===== config.mk =====
export PLATFORM = sky130hd
export DESIGN_NAME = uart_rx_status
export DESIGN_NICKNAME = d
export VERILOG_FILES = /design/src/rtl/uart_rx_status.sv
export SDC_FILE = /design/constraint.sdc
export NUM_CORES = 1
export LEC_CHECK = 0
export ABC_AREA = 1
export BUFFER_PORTS_ARGS = -buffer_cell sky130_fd_sc_hd__buf_2
export CAP_MARGIN = 20
export CORE_MARGIN = 3
export CORE_UTILIZATION = 50
export DETAILED_ROUTE_END_ITERATION = 10
export HOLD_SLACK_MARGIN = 0.06
export PLACE_DENSITY = 0.74
export SYNTH_ARGS = -nofsm -noshare
export SYNTH_HDL_FRONTEND = slang
export SYNTH_SLANG_ARGS = --single-unit
export TNS_END_PERCENT = 5

===== constraint.sdc =====
create_clock -name clk -period 7.51 [get_ports clk]
set_input_delay 1.1265 -clock clk [delete_from_list [all_inputs] [get_ports clk]]
set_output_delay 1.1265 -clock clk [all_outputs]
set_load 0.05 [all_outputs]

===== src/rtl/uart_rx_status.sv =====
module uart_rx_status #(
  parameter int DEPTH = 16
) (
  input  logic        clk,
  input  logic        rst_n,
  input  logic [2:0]  bus_addr,
  input  logic [7:0]  bus_wdata,
  input  logic        bus_wr,
  input  logic        bus_rd,
  output logic [7:0]  bus_rdata,
  input  logic        rx_push,
  input  logic [7:0]  rx_char,
  input  logic        rx_perr,
  input  logic        rx_ferr,
  input  logic        rx_brk,
  input  logic        tx_fifo_empty,
  input  logic        tx_shift_empty,
  output logic [15:0] div_value,
  output logic        irq_rx,
  output logic        irq_line,
  output logic        irq_tx,
  output logic        irq
);

  localparam int AW = (DEPTH > 1) ? $clog2(DEPTH) : 1;
  localparam int CW = $clog2(DEPTH + 1);

  logic [10:0]   mem [DEPTH];
  logic [AW-1:0] rd_ptr, wr_ptr;
  logic [CW-1:0] cnt, errcnt;
  logic [3:0]    ier;
  logic [7:0]    lcr;
  logic          fifo_en;
  logic [1:0]    trig_sel;
  logic          ovr;
  logic [2:0]    err_lat;

  function automatic logic [AW-1:0] ptr_inc(input logic [AW-1:0] p);
    return (p == AW'(DEPTH - 1)) ? '0 : p + 1'b1;
  endfunction

  wire           dlab     = lcr[7];
  wire [2:0]     rx_tags  = {rx_brk, rx_ferr, rx_perr};
  wire [CW-1:0]  cap      = fifo_en ? CW'(DEPTH) : CW'(1);
  wire           do_pop   = bus_rd && bus_addr == 3'd0 && !dlab && cnt != '0;
  wire           overrun  = rx_push && cnt == cap && !do_pop;
  wire           accept   = rx_push && !overrun;
  wire           lsr_rd   = bus_rd && bus_addr == 3'd5;
  wire           fcr_wr   = bus_wr && bus_addr == 3'd2;
  wire           flush    = fcr_wr && (bus_wdata[1] || bus_wdata[0] != fifo_en);
  wire [AW-1:0]  rd_nxt   = ptr_inc(rd_ptr);
  wire [10:0]    head     = mem[rd_ptr];
  wire           head_err = |head[10:8];
  wire           head_chg = do_pop || (accept && cnt == '0);

  logic [2:0] head_tags_nxt;
  always_comb begin
    head_tags_nxt = 3'b000;
    if (do_pop && cnt > CW'(1))
      head_tags_nxt = mem[rd_nxt][10:8];
    else if (accept)
      head_tags_nxt = rx_tags;
  end

  logic [CW-1:0] trig_lvl;
  always_comb begin
    if (!fifo_en) trig_lvl = CW'(1);
    else begin
      case (trig_sel)
        2'd0:    trig_lvl = CW'(1);
        2'd1:    trig_lvl = CW'(4);
        2'd2:    trig_lvl = CW'(8);
        default: trig_lvl = CW'(14);
      endcase
    end
  end

  always_ff @(posedge clk) begin
    if (accept) mem[wr_ptr] <= {rx_tags, rx_char};
  end

  always_ff @(posedge clk or negedge rst_n) begin
    if (!rst_n) begin
      rd_ptr <= '0;
      wr_ptr <= '0;
      cnt    <= '0;
      errcnt <= '0;
    end else if (flush) begin
      rd_ptr <= '0;
      wr_ptr <= '0;
      cnt    <= '0;
      errcnt <= '0;
    end else begin
      if (do_pop) rd_ptr <= rd_nxt;
      if (accept) wr_ptr <= ptr_inc(wr_ptr);
      cnt    <= cnt + CW'(accept) - CW'(do_pop);
      errcnt <= errcnt + CW'(accept && |rx_tags) - CW'(do_pop && head_err);
    end
  end

  always_ff @(posedge clk or negedge rst_n) begin
    if (!rst_n) begin
      ier       <= '0;
      lcr       <= '0;
      fifo_en   <= 1'b0;
      trig_sel  <= 2'd0;
      div_value <= '0;
    end else if (bus_wr) begin
      case (bus_addr)
        3'd0: if (dlab) div_value[7:0] <= bus_wdata;
        3'd1: if (dlab) div_value[15:8] <= bus_wdata; else ier <= bus_wdata[3:0];
        3'd2: begin
          fifo_en  <= bus_wdata[0];
          trig_sel <= bus_wdata[7:6];
        end
        3'd3: lcr <= bus_wdata;
        default: ;
      endcase
    end
  end

  always_ff @(posedge clk or negedge rst_n) begin
    if (!rst_n) begin
      ovr     <= 1'b0;
      err_lat <= 3'b000;
    end else begin
      if (overrun)     ovr <= 1'b1;
      else if (lsr_rd) ovr <= 1'b0;
      if (flush)         err_lat <= 3'b000;
      else if (head_chg) err_lat <= head_tags_nxt;
      else if (lsr_rd)   err_lat <= 3'b000;
    end
  end

  wire [7:0] lsr = {errcnt != '0, tx_fifo_empty & tx_shift_empty, tx_fifo_empty,
                    err_lat, ovr, cnt != '0};

  always_comb begin
    case (bus_addr)
      3'd0:    bus_rdata = dlab ? div_value[7:0] : (cnt != '0 ? head[7:0] : 8'h00);
      3'd1:    bus_rdata = dlab ? div_value[15:8] : {4'h0, ier};
      3'd2:    bus_rdata = {trig_sel, 5'b00000, fifo_en};
      3'd3:    bus_rdata = lcr;
      3'd5:    bus_rdata = lsr;
      default: bus_rdata = 8'h00;
    endcase
  end

  assign irq_rx   = ier[0] && cnt >= trig_lvl;
  assign irq_line = ier[2] && (ovr || |err_lat);
  assign irq_tx   = ier[1] && tx_fifo_empty;
  assign irq      = irq_rx | irq_line | irq_tx;


  depth_bound_chk: assert property (@(posedge clk) disable iff (!rst_n)
    cnt <= CW'(DEPTH));

  overrun_irq_chk: assert property (@(posedge clk) disable iff (!rst_n)
    (rx_push && cnt == cap && !do_pop && ier[2] && !bus_wr) |=> irq_line);

  errcnt_bound_chk: assert property (@(posedge clk) disable iff (!rst_n)
    errcnt <= cnt);

  last_pop_chk: assert property (@(posedge clk) disable iff (!rst_n)
    (do_pop && cnt == CW'(1) && !rx_push) |=> (lsr[0] == 1'b0 && lsr[4:2] == 3'b000));

  rx_irq_data_chk: assert property (@(posedge clk) disable iff (!rst_n)
    irq_rx |-> lsr[0]);

  polled_quiet_chk: assert property (@(posedge clk) disable iff (!rst_n)
    (ier[2:0] == 3'b000) |-> !irq);

endmodule


==> out/summary.txt <==
Die Area -> 0.02296 sq mm
CTS tree -> built
Pwr/cell area -> 364.8 mW/mm^2
Clk sink count -> 229
Maxcap violations -> 0
Min cycle time layout -> 4.312 ns
WS Path Type -> reg -> out
DRT Wirelength -> 26540 microns
CP Max Fanout -> 75
Via/cell ratio -> 5.759
Syn avg cell area -> 9.971 sq um
Sequential area share after synthesis -> 62.44%
DP HPWL -> 17110 microns
Clock Path Buffers -> 3
RePlAce Congestion -> 0.8897
Area of the multi-input gates -> 0.003461 sq mm
Critical Path RT -> 6.38 ns
Num ports -> 57
Initial Util -> 51.67%
Synthesized area -> 0.01059 sq mm
Gr usage total -> 23.26%
Setup tns final -> 0 ns
Row cnt -> 52
Placed Area -> 0.01113 sq mm
RSZ-0062 raised after global routing -> no
Global-route wire length before repair -> 41460 microns
Core ar. -> 0.02049 sq mm
Area leader, netlist -> edfxtp_1
Residual DRC count -> 0
Achievable clock frequency -> 0.2319 GHz
Clk root buf -> clkbuf_16
H-tree depth -> 1
Slew @ Worst Pin -> 0.8907 ns
CTS Buf Count -> 24
Worst Hold Class -> reg -> reg
Top cells by area, synth -> edfxtp_1, dfrtp_1, nand2_1
# port buffers -> 56
Nets -> 1173
Layout fillers -> 1742
FF+latch area -> 0.006613 sq mm
Tcrit/Tclk final -> 57.42%
Min-Delay Startpoint -> lcr[4]$_DFFE_PN0P_
Peak VDD IR -> 0.0002454 V
Initial antenna violation count -> 0
Yosys top cell area share -> 49.91%
Routed Antenna Nets -> 0
Final setup fails -> 0
Die Wd -> 151.5 microns
Die Y-Extent -> 151.5 microns
Final-report hold violation count -> 0
R2r startpoint -> rd_ptr[0]$_DFFE_PN0P_
Endpoint class of the critical path -> output port
Vias in the first global route -> 7685
CP startpoint -> rd_ptr[0]$_DFFE_PN0P_
Clock Latency Late Sink -> 0.51 ns
Ant diodes -> 0
Number of setup buffers added after CTS -> 0
#FFs+latches synth -> 229
DR iter-0 viols -> 892
Post-DR wirelength/cell -> 18.85 microns
Post-CTS Hold Buffers -> 0
Synth Warn # -> 0
Worst rel slew slack -> 40.53%
Mapped Cells -> 1062
Setup Skew -> 0.008130 ns
Synthesized Nets -> 1115
Status -> completed
Area grow syn2layout -> 12.77%
Max-slew violations -> 0
Static Leakage -> 4.887 nW
Layout cell share with drive strength beyond 1 -> 11.78%
Worst EP arrival -> 3.19 ns
Grt total ovfl -> 0
Clk pin slew, worst setup/hold paths -> 0.06 ns
Synth unique cells -> 40
CP Launch Type -> flip-flop
Cell area after layout -> 0.01194 sq mm
Largest net degree at the start of global routing -> 81
Via Count -> 8109
# resized after CTS -> 0
Drt first pass iters -> 7
-- cells in the final DEF (no fill, tap or decap), types with 3 or more instances in the layout --
cell type / n
a21oi_1: 11
a221oi_1: 6
a31oi_1: 5
buf_2: 56
buf_4: 16
buf_6: 5
clkbuf_1: 9
clkbuf_16: 25
clkbuf_8: 5
clkinv_2: 3
dfrtp_1: 52
edfxtp_1: 176
ha_1: 22
inv_1: 66
inv_2: 4
nand2_1: 214
nand2_2: 4
nand2_4: 3
nand3_1: 137
nor2_1: 169
nor2_2: 3
nor2_4: 3
o211ai_1: 13
o21ai_0: 84
o21ai_1: 18
o22ai_1: 4
-- Yosys cell counts (all sizes together) --
master / instances
nand2: 221
edfxtp: 176
nor2: 175
nand3: 139
o21ai: 102
inv: 70
dfrtp: 53
buf: 36
ha: 22
o211ai: 13
a21oi: 11
clkbuf: 9
a221oi: 6
a31oi: 5
o22ai: 4
a21o: 2
clkinv: 2
fa: 2
nand4: 2
nor3: 2
o31ai: 2
a211oi: 1
a311oi: 1
o21ba: 1
o21bai: 1
o41ai: 1
or2: 1
xnor2: 1
xor2: 1
-- per-stage QoR --
| step | power (mW) | cells | hold WS, ns | util, % | setup WS [ns] |
|---|---|---|---|---|---|
| 3_5_place_dp | 3.152 | 1363 | 0.4854 | 54.31 | 3.730 |
| 4_1_cts | 4.358 | 1407 | 0.4987 | 58.23 | 3.237 |
| 6_report | 4.357 | 1408 | 0.4973 | 58.27 | 3.198 |
| 2_1_floorplan | 2.744 | 1062 | 0.4530 | - | 4.122 |
| 3_3_place_gp | 3.103 | 1355 | 0.4689 | 53.93 | 3.805 |
| 5_1_grt | 4.596 | 1408 | 0.5305 | 58.27 | 2.955 |
-- cell families after synthesis --
logic type	count (synthesis)	share of synthesized area (%)
adder cells (fa/ha/maj)	24	2.978
buffers and inverters	117	4.880
flip-flops	229	62.44
XOR/XNOR	2	0.1655
AND/OR/NAND/NOR	540	21.56
AO/OA/AOI/OAI	150	7.976
-- power by group --
part,switching [mW],internal (mW),total (mW)
Combinational,1.05,0.440,1.49
Clock,0.472,0.729,1.20
Sequential,0.121,1.55,1.67
Total,1.64,2.72,4.36
-- final cells by class --
class                   instances  area share (%)
well taps                     270           2.829
flip-flops and latches        229           55.37
multi-input cells             716           28.98
clock inverters                 5          0.6287
clock buffers                  39           6.098
repair buffers                 77           3.824
inverters                      72           2.263
-- metal layers --
metal  wire length [microns]  vias up  track usage, %
met2                   12650      378           36.99
met1                   11120     3923           33.39
met3                    2048       56           3.510
met4                     717        0           7.233
met5                       0        -               0
li1                        -     3752               -
-- critical path, cell delays in order (launching register included) --
cell,delay (ns)
dfrtp_2,0.41
inv_2,0.27
buf_4,0.69
nand2_1,0.10
nand3_1,0.10
nand2_1,0.06
o21ai_0,0.19
nand2_1,0.09
o21ai_1,0.17
nand2_1,0.12
nand2_1,0.07
nand2_1,0.04
nand2_1,0.05
buf_2,0.26
-- path summary, 6_finish.rpt --
path	end	slack, ns	depth (start not counted)
setup reg to reg	errcnt[4]$_DFF_PN0_	3.83	19
hold reg to reg	lcr[4]$_DFFE_PN0P_	0.50	2
max in group asynchronous	rd_ptr[0]$_DFFE_PN0P_	6.26	2
setup / recovery	bus_rdata[6]	3.20	13
min in group asynchronous	div_value[11]$_DFFE_PN0P_	0.75	2
hold / removal	lcr[4]$_DFFE_PN0P_	0.50	2
-- sequential cells by signal, summed over array words and instances (netlist names) --
| register | flops |
|---|---|
| cnt | 5 |
| div_value | 16 |
| err_lat | 3 |
| errcnt | 5 |
| fifo_en | 1 |
| ier | 4 |
| lcr | 8 |
| mem | 176 |
| ovr | 1 |
| rd_ptr | 4 |
| trig_sel | 2 |
| wr_ptr | 4 |
No activity file was read; power rests on OpenSTA's default activity.
